--- config.mk ---
export PLATFORM = sky130hd
export DESIGN_NAME = evt_collect2
export DESIGN_NICKNAME = d
export VERILOG_FILES = /design/src/rtl/evt_collect2_pkg.sv /design/src/rtl/evt_edge_det.sv /design/src/rtl/evt_line_bank.sv /design/src/rtl/evt_collect2.sv
export SDC_FILE = /design/constraint.sdc
export NUM_CORES = 1
export LEC_CHECK = 0
export BUFFER_PORTS_ARGS = -buffer_cell sky130_fd_sc_hd__buf_2
export CAP_MARGIN = 20
export CORE_MARGIN = 2
export CORE_UTILIZATION = 60
export CTS_BUF_LIST = sky130_fd_sc_hd__clkbuf_8
export CTS_CLUSTER_DIAMETER = 200
export DETAILED_ROUTE_END_ITERATION = 12
export GPL_TIMING_DRIVEN = 0
export PLACE_DENSITY = 0.88
export SYNTH_ARGS = -nofsm -noshare
export SYNTH_HDL_FRONTEND = slang
export SYNTH_SLANG_ARGS = --single-unit
--- constraint.sdc ---
create_clock -name clk -period 2.3 [get_ports clk]
set_input_delay 0.115 -clock clk [delete_from_list [all_inputs] [get_ports clk]]
set_output_delay 0.115 -clock clk [all_outputs]
set_load 0.03 [all_outputs]
--- src/rtl/evt_collect2_pkg.sv ---
package evt_collect2_pkg;

  localparam int unsigned MAX_SRC = 24;
  localparam int unsigned SB_MAX  = 3;
  localparam int unsigned TB_MAX  = 6;

  localparam logic [4:0] A_STAT0 = 5'h00;
  localparam logic [4:0] A_MASK0 = 5'h03;
  localparam logic [4:0] A_STAT1 = 5'h06;
  localparam logic [4:0] A_MASK1 = 5'h09;
  localparam logic [4:0] A_TRIG  = 5'h0C;
  localparam logic [4:0] A_CTRL  = 5'h12;
  localparam logic [4:0] A_TSET  = 5'h13;

  typedef struct packed {
    logic pend_en;
    logic clr_on_rd;
  } ctrl_t;

  function automatic int unsigned bytes_for(int unsigned nbits);
    return (nbits + 7) / 8;
  endfunction

  function automatic int unsigned rise_pos(int unsigned src);
    return 8 * (src / 4) + 2 * (src % 4) + 1;
  endfunction

  function automatic int unsigned fall_pos(int unsigned src);
    return 8 * (src / 4) + 2 * (src % 4);
  endfunction

  function automatic logic [4:0] stat_base(int unsigned line);
    return (line == 0) ? A_STAT0 : A_STAT1;
  endfunction

  function automatic logic [4:0] mask_base(int unsigned line);
    return (line == 0) ? A_MASK0 : A_MASK1;
  endfunction

endpackage

--- src/rtl/evt_edge_det.sv ---
module evt_edge_det #(
  parameter int unsigned NSRC   = 24,
  parameter int unsigned STAGES = 2
) (
  input  logic            clk,
  input  logic            rst_n,
  input  logic [NSRC-1:0] raw_i,
  output logic [NSRC-1:0] rise_o,
  output logic [NSRC-1:0] fall_o
);

  logic [STAGES-1:0][NSRC-1:0] sync_q;
  logic [NSRC-1:0]             prev_q;
  logic [NSRC-1:0]             cur;

  always_ff @(posedge clk or negedge rst_n) begin
    if (!rst_n) begin
      sync_q <= '0;
      prev_q <= '0;
    end else begin
      sync_q[0] <= raw_i;
      for (int s = 1; s < STAGES; s++) sync_q[s] <= sync_q[s-1];
      prev_q <= sync_q[STAGES-1];
    end
  end

  assign cur    = sync_q[STAGES-1];
  assign rise_o = cur & ~prev_q;
  assign fall_o = ~cur & prev_q;

endmodule

--- src/rtl/evt_line_bank.sv ---
module evt_line_bank #(
  parameter int unsigned NSRC = 24,
  parameter int unsigned SB   = 3
) (
  input  logic            clk,
  input  logic            rst_n,
  input  logic [NSRC-1:0] hit_i,
  input  logic [NSRC-1:0] tset_i,
  input  logic [NSRC-1:0] clr_i,
  input  logic            pend_en_i,
  input  logic [SB-1:0]   mask_we_i,
  input  logic [7:0]      wdata_i,
  output logic [NSRC-1:0] stat_o,
  output logic [NSRC-1:0] mask_o,
  output logic [NSRC-1:0] pend_o,
  output logic            irq_n_o
);

  logic [NSRC-1:0] stat_q, mask_q, pend_q;
  logic [NSRC-1:0] latch_v, restore_v, stat_d, pend_d;

  assign latch_v   = (hit_i & ~mask_q) | tset_i;
  assign restore_v = pend_q & ~stat_q;
  assign stat_d    = (stat_q & ~clr_i) | latch_v | restore_v;
  assign pend_d    = (pend_q & ~restore_v) |
                     (latch_v & stat_q & ~clr_i & {NSRC{pend_en_i}});

  always_ff @(posedge clk or negedge rst_n) begin
    if (!rst_n) begin
      stat_q <= '0;
      pend_q <= '0;
    end else begin
      stat_q <= stat_d;
      pend_q <= pend_d;
    end
  end

  always_ff @(posedge clk or negedge rst_n) begin
    if (!rst_n) begin
      mask_q <= '1;
    end else begin
      for (int i = 0; i < NSRC; i++)
        if (mask_we_i[i/8]) mask_q[i] <= wdata_i[i%8];
    end
  end

  assign stat_o  = stat_q;
  assign mask_o  = mask_q;
  assign pend_o  = pend_q;
  assign irq_n_o = ~|(stat_q & ~mask_q);

endmodule

--- src/rtl/evt_collect2.sv ---
module evt_collect2
  import evt_collect2_pkg::*;
#(
  parameter int unsigned NSRC        = 24,
  parameter int unsigned SYNC_STAGES = 2
) (
  input  logic            clk,
  input  logic            rst_n,
  input  logic [NSRC-1:0] evt_raw,
  input  logic [4:0]      reg_addr,
  input  logic            reg_wr,
  input  logic [7:0]      reg_wdata,
  input  logic            reg_rd,
  output logic [7:0]      reg_rdata,
  output logic [1:0]      irq_n
);

  localparam int unsigned SB    = bytes_for(NSRC);
  localparam int unsigned TB    = bytes_for(2 * NSRC);
  localparam int unsigned PADW  = 8 * SB_MAX;
  localparam int unsigned TPADW = 8 * TB_MAX;

  logic [NSRC-1:0]       rise_v, fall_v;
  logic [NSRC-1:0]       trig_rise, trig_fall, no_trig_v, edge_hit;
  logic [NSRC-1:0]       tset_v;
  logic [8*TB-1:0]       trig_q;
  ctrl_t                 ctrl_q;
  logic [1:0][NSRC-1:0]  stat_v, mask_v, pend_v;

  // named internal events for the checker
  logic [NSRC-1:0] line_stat0, line_stat1, line_mask0, line_mask1;
  logic [NSRC-1:0] line_pend0, line_pend1;

  evt_edge_det #(.NSRC(NSRC), .STAGES(SYNC_STAGES)) u_edge (
    .clk    (clk),
    .rst_n  (rst_n),
    .raw_i  (evt_raw),
    .rise_o (rise_v),
    .fall_o (fall_v)
  );

  // shared trigger configuration
  always_ff @(posedge clk or negedge rst_n) begin
    if (!rst_n) begin
      trig_q <= '0;
    end else begin
      for (int k = 0; k < TB; k++)
        if (reg_wr && reg_addr == A_TRIG + 5'(k)) trig_q[8*k +: 8] <= reg_wdata;
    end
  end

  always_ff @(posedge clk or negedge rst_n) begin
    if (!rst_n)                          ctrl_q <= '0;
    else if (reg_wr && reg_addr == A_CTRL) ctrl_q <= ctrl_t'(reg_wdata[1:0]);
  end

  for (genvar i = 0; i < NSRC; i++) begin : g_src
    assign trig_rise[i] = trig_q[rise_pos(i)];
    assign trig_fall[i] = trig_q[fall_pos(i)];
    assign no_trig_v[i] = ~trig_rise[i] & ~trig_fall[i];
    assign edge_hit[i]  = (rise_v[i] & trig_rise[i]) | (fall_v[i] & trig_fall[i]);
    assign tset_v[i]    = reg_wr && (reg_addr == A_TSET + 5'(i/8)) && reg_wdata[i%8];
  end

  for (genvar l = 0; l < 2; l++) begin : g_line
    logic [NSRC-1:0] clr;
    logic [SB-1:0]   mask_we;

    for (genvar i = 0; i < NSRC; i++) begin : g_clr
      logic in_byte;
      assign in_byte = (reg_addr == stat_base(l) + 5'(i/8));
      assign clr[i]  = ctrl_q.clr_on_rd ? (reg_rd && in_byte)
                                        : (reg_wr && in_byte && reg_wdata[i%8]);
    end

    for (genvar k = 0; k < SB; k++) begin : g_mwe
      assign mask_we[k] = reg_wr && (reg_addr == mask_base(l) + 5'(k));
    end

    evt_line_bank #(.NSRC(NSRC), .SB(SB)) u_bank (
      .clk       (clk),
      .rst_n     (rst_n),
      .hit_i     (edge_hit),
      .tset_i    (tset_v),
      .clr_i     (clr),
      .pend_en_i (ctrl_q.pend_en),
      .mask_we_i (mask_we),
      .wdata_i   (reg_wdata),
      .stat_o    (stat_v[l]),
      .mask_o    (mask_v[l]),
      .pend_o    (pend_v[l]),
      .irq_n_o   (irq_n[l])
    );
  end

  assign line_stat0 = stat_v[0];
  assign line_stat1 = stat_v[1];
  assign line_mask0 = mask_v[0];
  assign line_mask1 = mask_v[1];
  assign line_pend0 = pend_v[0];
  assign line_pend1 = pend_v[1];

  // read mux
  logic [PADW-1:0]  s0p, s1p, m0p, m1p;
  logic [TPADW-1:0] tp;

  assign s0p = PADW'(line_stat0);
  assign s1p = PADW'(line_stat1);
  assign m0p = PADW'(line_mask0);
  assign m1p = PADW'(line_mask1);
  assign tp  = TPADW'(trig_q);

  always_comb begin
    reg_rdata = 8'h00;
    for (int k = 0; k < SB_MAX; k++) begin
      if (reg_addr == A_STAT0 + 5'(k)) reg_rdata = s0p[8*k +: 8];
      if (reg_addr == A_MASK0 + 5'(k)) reg_rdata = m0p[8*k +: 8];
      if (reg_addr == A_STAT1 + 5'(k)) reg_rdata = s1p[8*k +: 8];
      if (reg_addr == A_MASK1 + 5'(k)) reg_rdata = m1p[8*k +: 8];
    end
    for (int k = 0; k < TB_MAX; k++)
      if (reg_addr == A_TRIG + 5'(k)) reg_rdata = tp[8*k +: 8];
    if (reg_addr == A_CTRL) reg_rdata = {6'b0, ctrl_q};
  end

endmodule

### After elaboration in Yosys (flattened, before gate mapping)

Cells that the tools add are included.

* add/subtract/negate cells: 0
* multipliers: 0
* div/mod/pow operators: 0
* magnitude comparators: 0
* equality and inequality tests: 21
* shift-type cells: 0
* mux-type cells: 67
* bitwise logic cells: 108
* reductions and logical operators: 105

Operators with widths (count)
* 24-bit bitwise AND: 18
* 24-bit inverter: 10
* 24-bit OR: 8
* 8-bit 2-to-1 mux: 19
* 1-bit logical AND: 100
* 1-bit bitwise AND: 48
* 1-bit 2-to-1 mux: 48
* 24-bit OR reduction: 2
* 5-bit by 4-bit == test with 1-bit output, second input constant: 8
* 5-bit == test, second input constant: 6
* 1-bit OR: 24
* 5-bit by 3-bit == test with 1-bit output, second input constant: 4
* 5-bit by 2-bit == test with 1-bit output, second input constant: 2
* 5-bit by 1-bit == test with 1-bit output, second input constant: 1
* 5-bit logical NOT: 1
* 1-bit logical NOT: 2

* flip-flop bits (word level): 266
* latch bits: 0
* memory bits (writable): 0
* memory bits (read-only): 0
* output and inout bits: 10
* word-level logic and storage cells: 322
* memories kept: 0

### Depth between registers and ports, before layout

Gate-level depths: netlist of run 1.

* word-level depth: 20
* mapped depth: 9
* depth with buffers taken out: 5

### By module

A second synthesis of run 1 with hierarchy kept.

* cells, all modules: 1305
* area total of the unflattened synthesis: 13237.7 µm²

By module, submodules not included
* evt_line_bank: instances 2, cells an instance 309, area an instance 3166.8 µm², sequential area each 1831.8 µm²
* evt_collect2: instances 1, cells an instance 567, area an instance 4682.0 µm², sequential area each 1251.2 µm²
* evt_edge_det: instances 1, cells an instance 120, area an instance 2222.1 µm², sequential area each 1801.7 µm²

### Least setup slack after synthesis of run 1

No wires, ideal clock.

* path kind: input-to-output
* start point: in reg_addr[4]
* end point: out reg_rdata[2]
* arrival time: 2.089 ns
* slack: 0.096 ns
* stages on the path: 8
* cells stage by stage: buf_2 > clkbuf_1 > buf_2 > nor4b_2 > o21ai_0 > nand2_1 > nor3_1 > a211oi_1

* word-level cells in the longest chain between the ends: 20
* elaborated cells on any way between the ends: 38
* classes of those cells: 18 x eq/ne; 19 x mux; 1 x reduce/logical

Ends and longest elaborated chain
* start: declaration: line evt_collect2.sv:10 `input logic [4:0] reg_addr,`
* 5-bit logical NOT: line evt_collect2.sv:116 `if (reg_addr == A_STAT0 + 5'(k)) reg_rdata = s0p[8*k +: 8];`
* 8-bit 2-to-1 mux: line evt_collect2.sv:116
* 8-bit 2-to-1 mux: line evt_collect2.sv:117 `if (reg_addr == A_MASK0 + 5'(k)) reg_rdata = m0p[8*k +: 8];`
* 8-bit 2-to-1 mux: line evt_collect2.sv:118 `if (reg_addr == A_STAT1 + 5'(k)) reg_rdata = s1p[8*k +: 8];`
* 8-bit 2-to-1 mux: line evt_collect2.sv:119 `if (reg_addr == A_MASK1 + 5'(k)) reg_rdata = m1p[8*k +: 8];`
* 8-bit 2-to-1 mux: line evt_collect2.sv:116
* 8-bit 2-to-1 mux: line evt_collect2.sv:117
* 8-bit 2-to-1 mux: line evt_collect2.sv:118
* 8-bit 2-to-1 mux: line evt_collect2.sv:119
* 8-bit 2-to-1 mux: line evt_collect2.sv:116
* 8-bit 2-to-1 mux: line evt_collect2.sv:117
* 8-bit 2-to-1 mux: line evt_collect2.sv:118
* 8-bit 2-to-1 mux: line evt_collect2.sv:119
* 8-bit 2-to-1 mux (6 in series): line evt_collect2.sv:122 `if (reg_addr == A_TRIG + 5'(k)) reg_rdata = tp[8*k +: 8];`
* 8-bit 2-to-1 mux *: line evt_collect2.sv:123 `if (reg_addr == A_CTRL) reg_rdata = {6'b0, ctrl_q};`
* end: declaration: line evt_collect2.sv:14 `output logic [7:0] reg_rdata,`

Mark *: on every way between the ends. The rest lies on a longest branch, timed or not.

### Final worst setup path of run 1

* start point: in reg_addr[1]
* end point: out reg_rdata[6]

The elaborated chain is that of the path after synthesis.

==> out/summary.log, run 1 <==
INFO  outcome        outcome=finished, violations left
INFO  outcome        failed_checks=setup timing
INFO  cts            tritoncts=done
INFO  route          drt_pass1_iterations=6
INFO  setup_path     worstSetupStartpointType=input port
INFO  timing         max-slew-margin-rel=0.205
INFO  setup_path     cp_slowest_cell=sky130_fd_sc_hd__a222oi_1
INFO  placement      placed_area=0.0138mm²
INFO  power          p_seq_frac=0.468
INFO  final_layout   diodes=0
INFO  power          switching_power=4.71mW
INFO  setup_path     critical_path_s_top_delay_family=buffers and inverters
INFO  synth          synth_ff_type=sky130_fd_sc_hd__dfrtp_1
INFO  route          routedWlPerCell=33.5µm
INFO  timing         post_route_clock_period_utilization=1.19
INFO  final_layout   layout_cell_share_with_drive_strength_beyond_1=0.284
INFO  final_layout   final_area=0.0158mm²
INFO  setup_path     r2r_start=ctrl_q[0]
INFO  floorplan      die_w=152µm
INFO  synth          synth-warning-count=0
INFO  synth          synth_enable_flop_cells=0
INFO  synth          syn_area_per_cell=10.4µm²
INFO  global_route   remaining_global_route_overflow=0
INFO  setup_path     cp-end-kind=output pin
INFO  synth          yosysTopAreaCell=sky130_fd_sc_hd__dfrtp_1
INFO  synth          synth.top_cells.by_area=sky130_fd_sc_hd__dfrtp_1 (41%), sky130_fd_sc_hd__dfstp_2 (9.6%), sky130_fd_sc_hd__mux2_2 (8.4%)
INFO  route          drcViolationCount=0
INFO  route          detail_route.iter0.violations=1,908
INFO  synth          postSynth.asyncResetShare=1.00
INFO  timing         worst-slew-pin-transition=1190ps
INFO  power          total_power=14.1mW
INFO  floorplan      initial_utilization=0.607
INFO  setup_path     criticalPathCategory=in2out
INFO  global_route   first_global_vias=12.2k
INFO  hold_path      timing.hold.worst.class=in2async
INFO  setup_path     crit_chain=buf_2, buf_4, buf_6, buf_6, buf_4, clkbuf_4, a32oi_1, a222oi_1, o21ai_1, buf_4
INFO  setup_path     ff2ff_path_depth=6
INFO  global_route   wire_length_of_the_first_global_routing_pass=82.1mm
INFO  floorplan      pin_count=51
INFO  global_route   antenna_found_initial=2
INFO  synth          postSynthNetCount=1,311
INFO  power          p_int=9.34mW
INFO  timing         grt_setup_unrepaired=true
INFO  route          via_per_inst=7.33
INFO  power          cell_area_power_density=891mW/mm²
INFO  synth          postSynthRegisterBits=266
INFO  floorplan      design.die.area=0.0231mm²
INFO  synth          synth_most_common_cell=sky130_fd_sc_hd__dfrtp_1
INFO  setup_path     timing.critical_path.fanout_max=10
INFO  timing         postLayoutSetupSlackWorst=-426ps
INFO  setup_path     worst-path-buf-inv=7
INFO  synth          synth.distinct_cells=76
INFO  final_layout   syn_to_final_growth=19.9%
INFO  placement      globalplace.congestion=1.10
INFO  cts            numCtsBuffers=43
INFO  global_route   grtUsageTotal=0.488
INFO  global_route   grt_max_degree=125
INFO  final_layout   layout.nets=1,447
INFO  power          pwr-share-comb=0.208
INFO  synth          synth_sequential_area_ratio=0.510
INFO  synth          syn_inst=1,270
INFO  timing         final-max-slew-violation-count=0
INFO  timing         setup_viol_count_final=12
INFO  setup_path     worst_setup_slack_for_register_to_register_paths=-30ps
INFO  floorplan      core_region_area=0.0217mm²
INFO  setup_path     timing.rr.end=g_line[1].u_bank.pend_o[23]
INFO  global_route   global_route.usage.met1=0.631
INFO  cts            cts_htree_levels=2
INFO  setup_path     worst_ep_arrival_time=2610ps
INFO  power          power.ir.vdd_worst=0.000958V
INFO  placement      place.detailed.hpwl=39.9mm
INFO  power          clkPwrFrac=0.323
INFO  global_route   use_met3=0.142
INFO  setup_path     worst_path_largest_cell_delay=680ps
INFO  timing         clock-skew-final=33.3ps
INFO  power          leakagePower=6.93nW
INFO  floorplan      fp.dieH=152µm
INFO  synth          syn_area=0.0132mm²
INFO  timing         final_period_minus_worst_setup_slack=2730ps
INFO  placement      port-buffer-count=43
INFO  route          drt-total-wl=57.6mm
INFO  cts            max_root_sink_buffers=3
INFO  global_route   grtUsageMet2=0.725
INFO  timing         setup_tns=-1540ps
INFO  synth          synth_top_cell_area_share=0.415
INFO  run            drv.max_cap_violation_count=0
INFO  timing         maxClockFrequency=0.367GHz
INFO  floorplan      num_rows=54
INFO  global_route   grt-busiest-layer=met2
INFO  synth          synth.top_cells.by_count=sky130_fd_sc_hd__dfrtp_1 (218), sky130_fd_sc_hd__nand2_1 (105), sky130_fd_sc_hd__mux2_2 (98), sky130_fd_sc_hd__nor2_1 (75), sky130_fd_sc_hd__inv_1 (69)
INFO  power          p_sw_frac=0.335
INFO  cts            numClockSinks=266
INFO  cts            clk_pin_slew=50ps
INFO  cts            worst_skew_pair.late_latency=580ps
INFO  setup_path     critical_path.most_common_cell=sky130_fd_sc_hd__buf_4
INFO  route          postRouteAntennaNets=0
INFO  route          via_count=12.6k
INFO  setup_path     worst_ep_required_time=2180ps
INFO  cts            clk_root_buffer_cell=sky130_fd_sc_hd__clkbuf_8
INFO  timing         timing_hold_violations_final=0
[metrics by stage]
stage | util | hold slack, ps | cells | setup WS (ps)
final | 0.728 | 30.6 | 1719 | -426
after global routing | 0.728 | 56.0 | 1719 | -397
after CTS | 0.718 | 12.4 | 1716 | -392
after detailed placement | 0.636 | 6.11 | 1595 | -733
after global placement | 0.633 | 224 | 1593 | -3410
after floorplan | - | -181 | 1270 | 96.2
[kinds of logic (layout without fill, tap and decap cells)]
| group | Yosys count | in the layout | synth area share |
|---|---|---|---|
| AO/OA/AOI/OAI | 360 | 360 | 0.194 |
| XOR/XNOR | 1 | 1 | 0.000666 |
| buffers and inverters | 162 | 331 | 0.0526 |
| flip-flops | 266 | 266 | 0.510 |
| multiplexers | 104 | 104 | 0.0884 |
| AND/OR/NAND/NOR | 377 | 377 | 0.154 |
[cell type report]
type | count | area, µm²
flip-flops and latches | 266 | 6720
multi-input cells | 842 | 6200
fillers | 1445 | 5910
clock buffers | 59 | 812
repair buffers | 96 | 797
plain buffers | 87 | 497
well taps | 280 | 350
inverters | 70 | 263
clock inverters | 19 | 146
[cell usage in the layout, fill, tap and decap left out, types with 18 or more instances in the layout]
cell and count:
sky130_fd_sc_hd__nor2b_1 27, sky130_fd_sc_hd__a211oi_1 18, sky130_fd_sc_hd__inv_1 76, sky130_fd_sc_hd__o22ai_1 28, sky130_fd_sc_hd__mux2_2 98, sky130_fd_sc_hd__buf_2 50, sky130_fd_sc_hd__clkbuf_8 60, sky130_fd_sc_hd__buf_4 36
sky130_fd_sc_hd__dlygate4sd3_1 25, sky130_fd_sc_hd__clkbuf_1 36, sky130_fd_sc_hd__dfrtp_1 215, sky130_fd_sc_hd__and3b_1 20, sky130_fd_sc_hd__and3_1 18, sky130_fd_sc_hd__a21oi_1 49, sky130_fd_sc_hd__a31oi_1 59, sky130_fd_sc_hd__nand2_1 105
sky130_fd_sc_hd__nor2_1 72, sky130_fd_sc_hd__o21ai_0 25, sky130_fd_sc_hd__nand3_1 41, sky130_fd_sc_hd__o2bb2ai_1 42, sky130_fd_sc_hd__dfstp_2 48
[how the worst max path moves through the flow]
stage	slack [ps]	endpoint	from	cells after the start
2_1_floorplan	100	reg_rdata[2]	reg_addr[4]	8
6_report	-430	reg_rdata[6]	reg_addr[1]	10
5_1_grt	-400	reg_rdata[5]	g_line[0].u_bank.stat_o[5]	6
3_5_place_dp	-730	reg_rdata[6]	reg_addr[2]	9
4_1_cts	-390	reg_rdata[5]	g_line[0].u_bank.stat_o[5]	6
3_3_place_gp	-3410	tp[18]	rst_n	1
[registers in the layout, indices dropped and copies added (netlist names)]
signal	cells
u_edge.cur	24
u_edge.prev_q	24
ctrl_q	2
g_line.u_bank.stat_o	48
g_line.u_bank.mask_o	48
tp	48
u_edge.sync_q	24
g_line.u_bank.pend_o	48
[timing repair]
action	in CTS	in global routing
gates resized for setup	110	48
endpoints found under the hold margin	248	0
buffers inserted	19	7
hold buffers	25	0
endpoints found under the setup margin	27	24
pin swaps	32	29
[metal layers]
layer / part of all wire / up-vias
li1: - / 4940
met1: 0.35 / 6162
met2: 0.43 / 1184
met3: 0.14 / 319
met4: 0.083 / 2
met5: 0.00019 / -
[power by group through the flow]
stage	clock network [mW]	registers [mW]	logic [mW]
floorplan	0	6.13	1.61
global placement	0	6.51	2.33
detailed placement	0	6.56	2.43
CTS	4.52	6.49	2.70
global route	4.71	6.60	3.04
finish	4.55	6.58	2.93
Power figures use the tool's default switching activity.
==> run 2: changes to the inputs <==
ABC_CLOCK_PERIOD_IN_PS = 2300   (was unset)
SETUP_SLACK_MARGIN = 0.05   (was unset)
==> run 2 against run 1 <==
  * The run still ends with setup timing left
  * Cell count grew 0.12%
  * Critical path depth is 4 lower
  * Hold slack lost 4.0 ps
  * Flip-flop and latch count stayed put
  * Clock skew decreased by 2.2 ps
  * Largest power group unchanged
  * Wire length shrank 0.22%
  * Design area is 0.15% lower
  * Via count down 0.52%
==> out/summary.log, run 2 (synthesis gave the netlist of run 1 again) <==
INFO  timing         setup_tns=-1680ps
INFO  timing         worst-slew-pin-transition=1190ps
INFO  route          postRouteAntennaNets=0
INFO  timing         timing_hold_violations_final=0
INFO  outcome        failed_checks=setup timing
INFO  cts            clk_root_buffer_cell=sky130_fd_sc_hd__clkbuf_8
INFO  global_route   wire_length_of_the_first_global_routing_pass=82.2mm
INFO  cts            clk_pin_slew=60ps
INFO  placement      globalplace.congestion=1.10
INFO  power          clkPwrFrac=0.324
INFO  route          via_count=12.5k
INFO  floorplan      design.die.area=0.0231mm²
INFO  placement      placed_area=0.0138mm²
INFO  final_layout   syn_to_final_growth=19.7%
INFO  power          total_power=14.0mW
INFO  setup_path     criticalPathCategory=reg2out
INFO  floorplan      core_region_area=0.0217mm²
INFO  power          p_seq_frac=0.468
INFO  timing         clock-skew-final=31.2ps
INFO  placement      place.detailed.hpwl=39.9mm
INFO  setup_path     worstSetupStartpointType=flip-flop
INFO  timing         max-slew-margin-rel=0.208
INFO  global_route   grt_max_degree=125
INFO  final_layout   num-fill-cells=1,449
INFO  power          pwr-share-comb=0.208
INFO  hold_path      timing.hold.worst.class=in2async
INFO  final_layout   layout.cells.most_common=sky130_fd_sc_hd__dfrtp_1
INFO  power          leakagePower=6.93nW
INFO  floorplan      initial_utilization=0.607
INFO  floorplan      pin_count=51
INFO  setup_path     critical_path.most_common_cell=sky130_fd_sc_hd__o21ai_1
INFO  setup_path     worst_ep_arrival_time=2640ps
INFO  final_layout   most_frequent_cells_in_the_layout=sky130_fd_sc_hd__dfrtp_1 (214), sky130_fd_sc_hd__nand2_1 (105), sky130_fd_sc_hd__mux2_2 (98), sky130_fd_sc_hd__inv_1 (77), sky130_fd_sc_hd__nor2_1 (72)
INFO  final_layout   final_area=0.0158mm²
INFO  power          switching_power=4.72mW
INFO  cts            numCtsBuffers=43
INFO  setup_path     worst_path_largest_cell_delay=710ps
INFO  placement      port-buffer-count=43
INFO  power          p_sw_frac=0.336
INFO  setup_path     timing.critical_path.fanout_max=2
INFO  timing         post_route_clock_period_utilization=1.20
INFO  setup_path     cp-end-kind=output pin
INFO  route          via_per_inst=7.29
INFO  setup_path     cp_slowest_cell=sky130_fd_sc_hd__a222oi_1
INFO  run            drv.max_cap_violation_count=0
INFO  setup_path     ff2ff_path_depth=7
INFO  route          routedWlPerCell=33.4µm
INFO  floorplan      fp.dieH=152µm
INFO  route          detail_route.iter0.violations=2,018
INFO  cts            worst_skew_pair.late_latency=590ps
INFO  timing         final_period_minus_worst_setup_slack=2750ps
INFO  power          cell_area_power_density=892mW/mm²
INFO  power          power.ir.vdd_worst=0.000952V
INFO  global_route   first_global_vias=12.2k
INFO  floorplan      num_rows=54
INFO  timing         setup_viol_count_final=7
INFO  final_layout   layout.nets=1,449
INFO  global_route   antenna_found_initial=0
INFO  timing         grt_setup_unrepaired=true
INFO  outcome        outcome=finished, violations left
INFO  route          drt-total-wl=57.4mm
INFO  setup_path     worst_setup_slack_for_register_to_register_paths=110ps
INFO  cts            max_root_sink_buffers=3
INFO  global_route   grtUsageTotal=0.488
INFO  cts            cts_htree_levels=2
INFO  final_layout   layout.cells.non_filler=1,721
INFO  floorplan      die_w=152µm
INFO  setup_path     worst_ep_required_time=2180ps
INFO  route          drt_pass1_iterations=6
INFO  power          p_int=9.33mW
INFO  global_route   remaining_global_route_overflow=0
INFO  timing         postLayoutSetupSlackWorst=-453ps
INFO  placement      placed_cells=1,595
INFO  final_layout   diodes=0
INFO  final_layout   layout_cell_share_with_drive_strength_beyond_1=0.285
INFO  cts            numClockSinks=266
INFO  setup_path     crit_chain=nor4b_4, o21ai_1, nand4_1, a222oi_1, o21ai_1, buf_4
INFO  route          drcViolationCount=0
INFO  placement      placement.setup.worst_slack=-733ps
INFO  cts            tritoncts=done
INFO  timing         final-max-slew-violation-count=0
INFO  timing         maxClockFrequency=0.363GHz
-- run 2: cell count changes in the layout (fill, tap and decap cells not counted), sizes merged --
| cell | previous run | this run |
|---|---|---|
| buf | 108 | 110 |
-- run 2: per-stage QoR --
stage | hold WS, ps | util
after floorplan | -181 | -
after global placement | 224 | 0.633
after detailed placement | 6.11 | 0.636
after CTS | 12.4 | 0.718
after global routing | 55.7 | 0.727
final | 26.5 | 0.727
-- run 2: power by group through the flow --
stage	clock, mW	sequential [mW]	combinational [mW]
6_report	4.56	6.57	2.92
5_1_grt	4.71	6.60	3.03
4_1_cts	4.52	6.49	2.69
3_5_place_dp	0	6.56	2.43
3_3_place_gp	0	6.51	2.33
2_1_floorplan	0	6.13	1.61
-- run 2: worst max-delay path: cells and delay by family, from the launching register on --
| kind | cells | cell delay, ps |
|---|---|---|
| AO/OA/AOI/OAI | 3 | 1120 |
| flip-flops | 1 | 450 |
| AND/OR/NAND/NOR | 2 | 270 |
| buffers and inverters | 1 | 240 |
-- run 2: cell type report --
| type | count | area [µm²] | area share |
|---|---|---|---|
| Tap cell | 280 | 350 | 0.0222 |
| Clock inverter | 19 | 146 | 0.00929 |
| Buffer | 89 | 503 | 0.0319 |
| Inverter | 70 | 263 | 0.0167 |
| Multi-Input combinational cell | 842 | 6170 | 0.392 |
| Clock buffer | 59 | 812 | 0.0515 |
| Timing Repair Buffer | 96 | 788 | 0.0500 |
| Sequential cell | 266 | 6720 | 0.427 |
-- run 2: worst paths after layout --
kind,from,to
setup / recovery,g_line[1].u_bank.stat_o[22],reg_rdata[6]
hold / removal,rst_n,g_line[1].u_bank.pend_o[16]
setup reg to reg,ctrl_q[0],g_line[0].u_bank.pend_o[22]
hold reg to reg,u_edge.sync_q[7],u_edge.cur[7]
max in group asynchronous,rst_n,tp[18]
min in group clk,reg_wdata[7],tp[31]
-- run 2: timing repair --
| item | CTS | global route |
|---|---|---|
| hold buffers | 25 | 0 |
| endpoints found under the hold margin | 248 | 0 |
| endpoints found under the setup margin | 32 | 25 |
| setup buffers | 20 | 7 |
| pin swaps | 32 | 18 |
| gates resized for setup | 119 | 39 |
-- run 2: layer usage --
layer,vias to the layer above,track usage,share of wire
met5,-,0,0
met4,0,0.324,0.092
met3,352,0.144,0.14
met2,1176,0.718,0.42
met1,6083,0.629,0.35
li1,4931,-,-
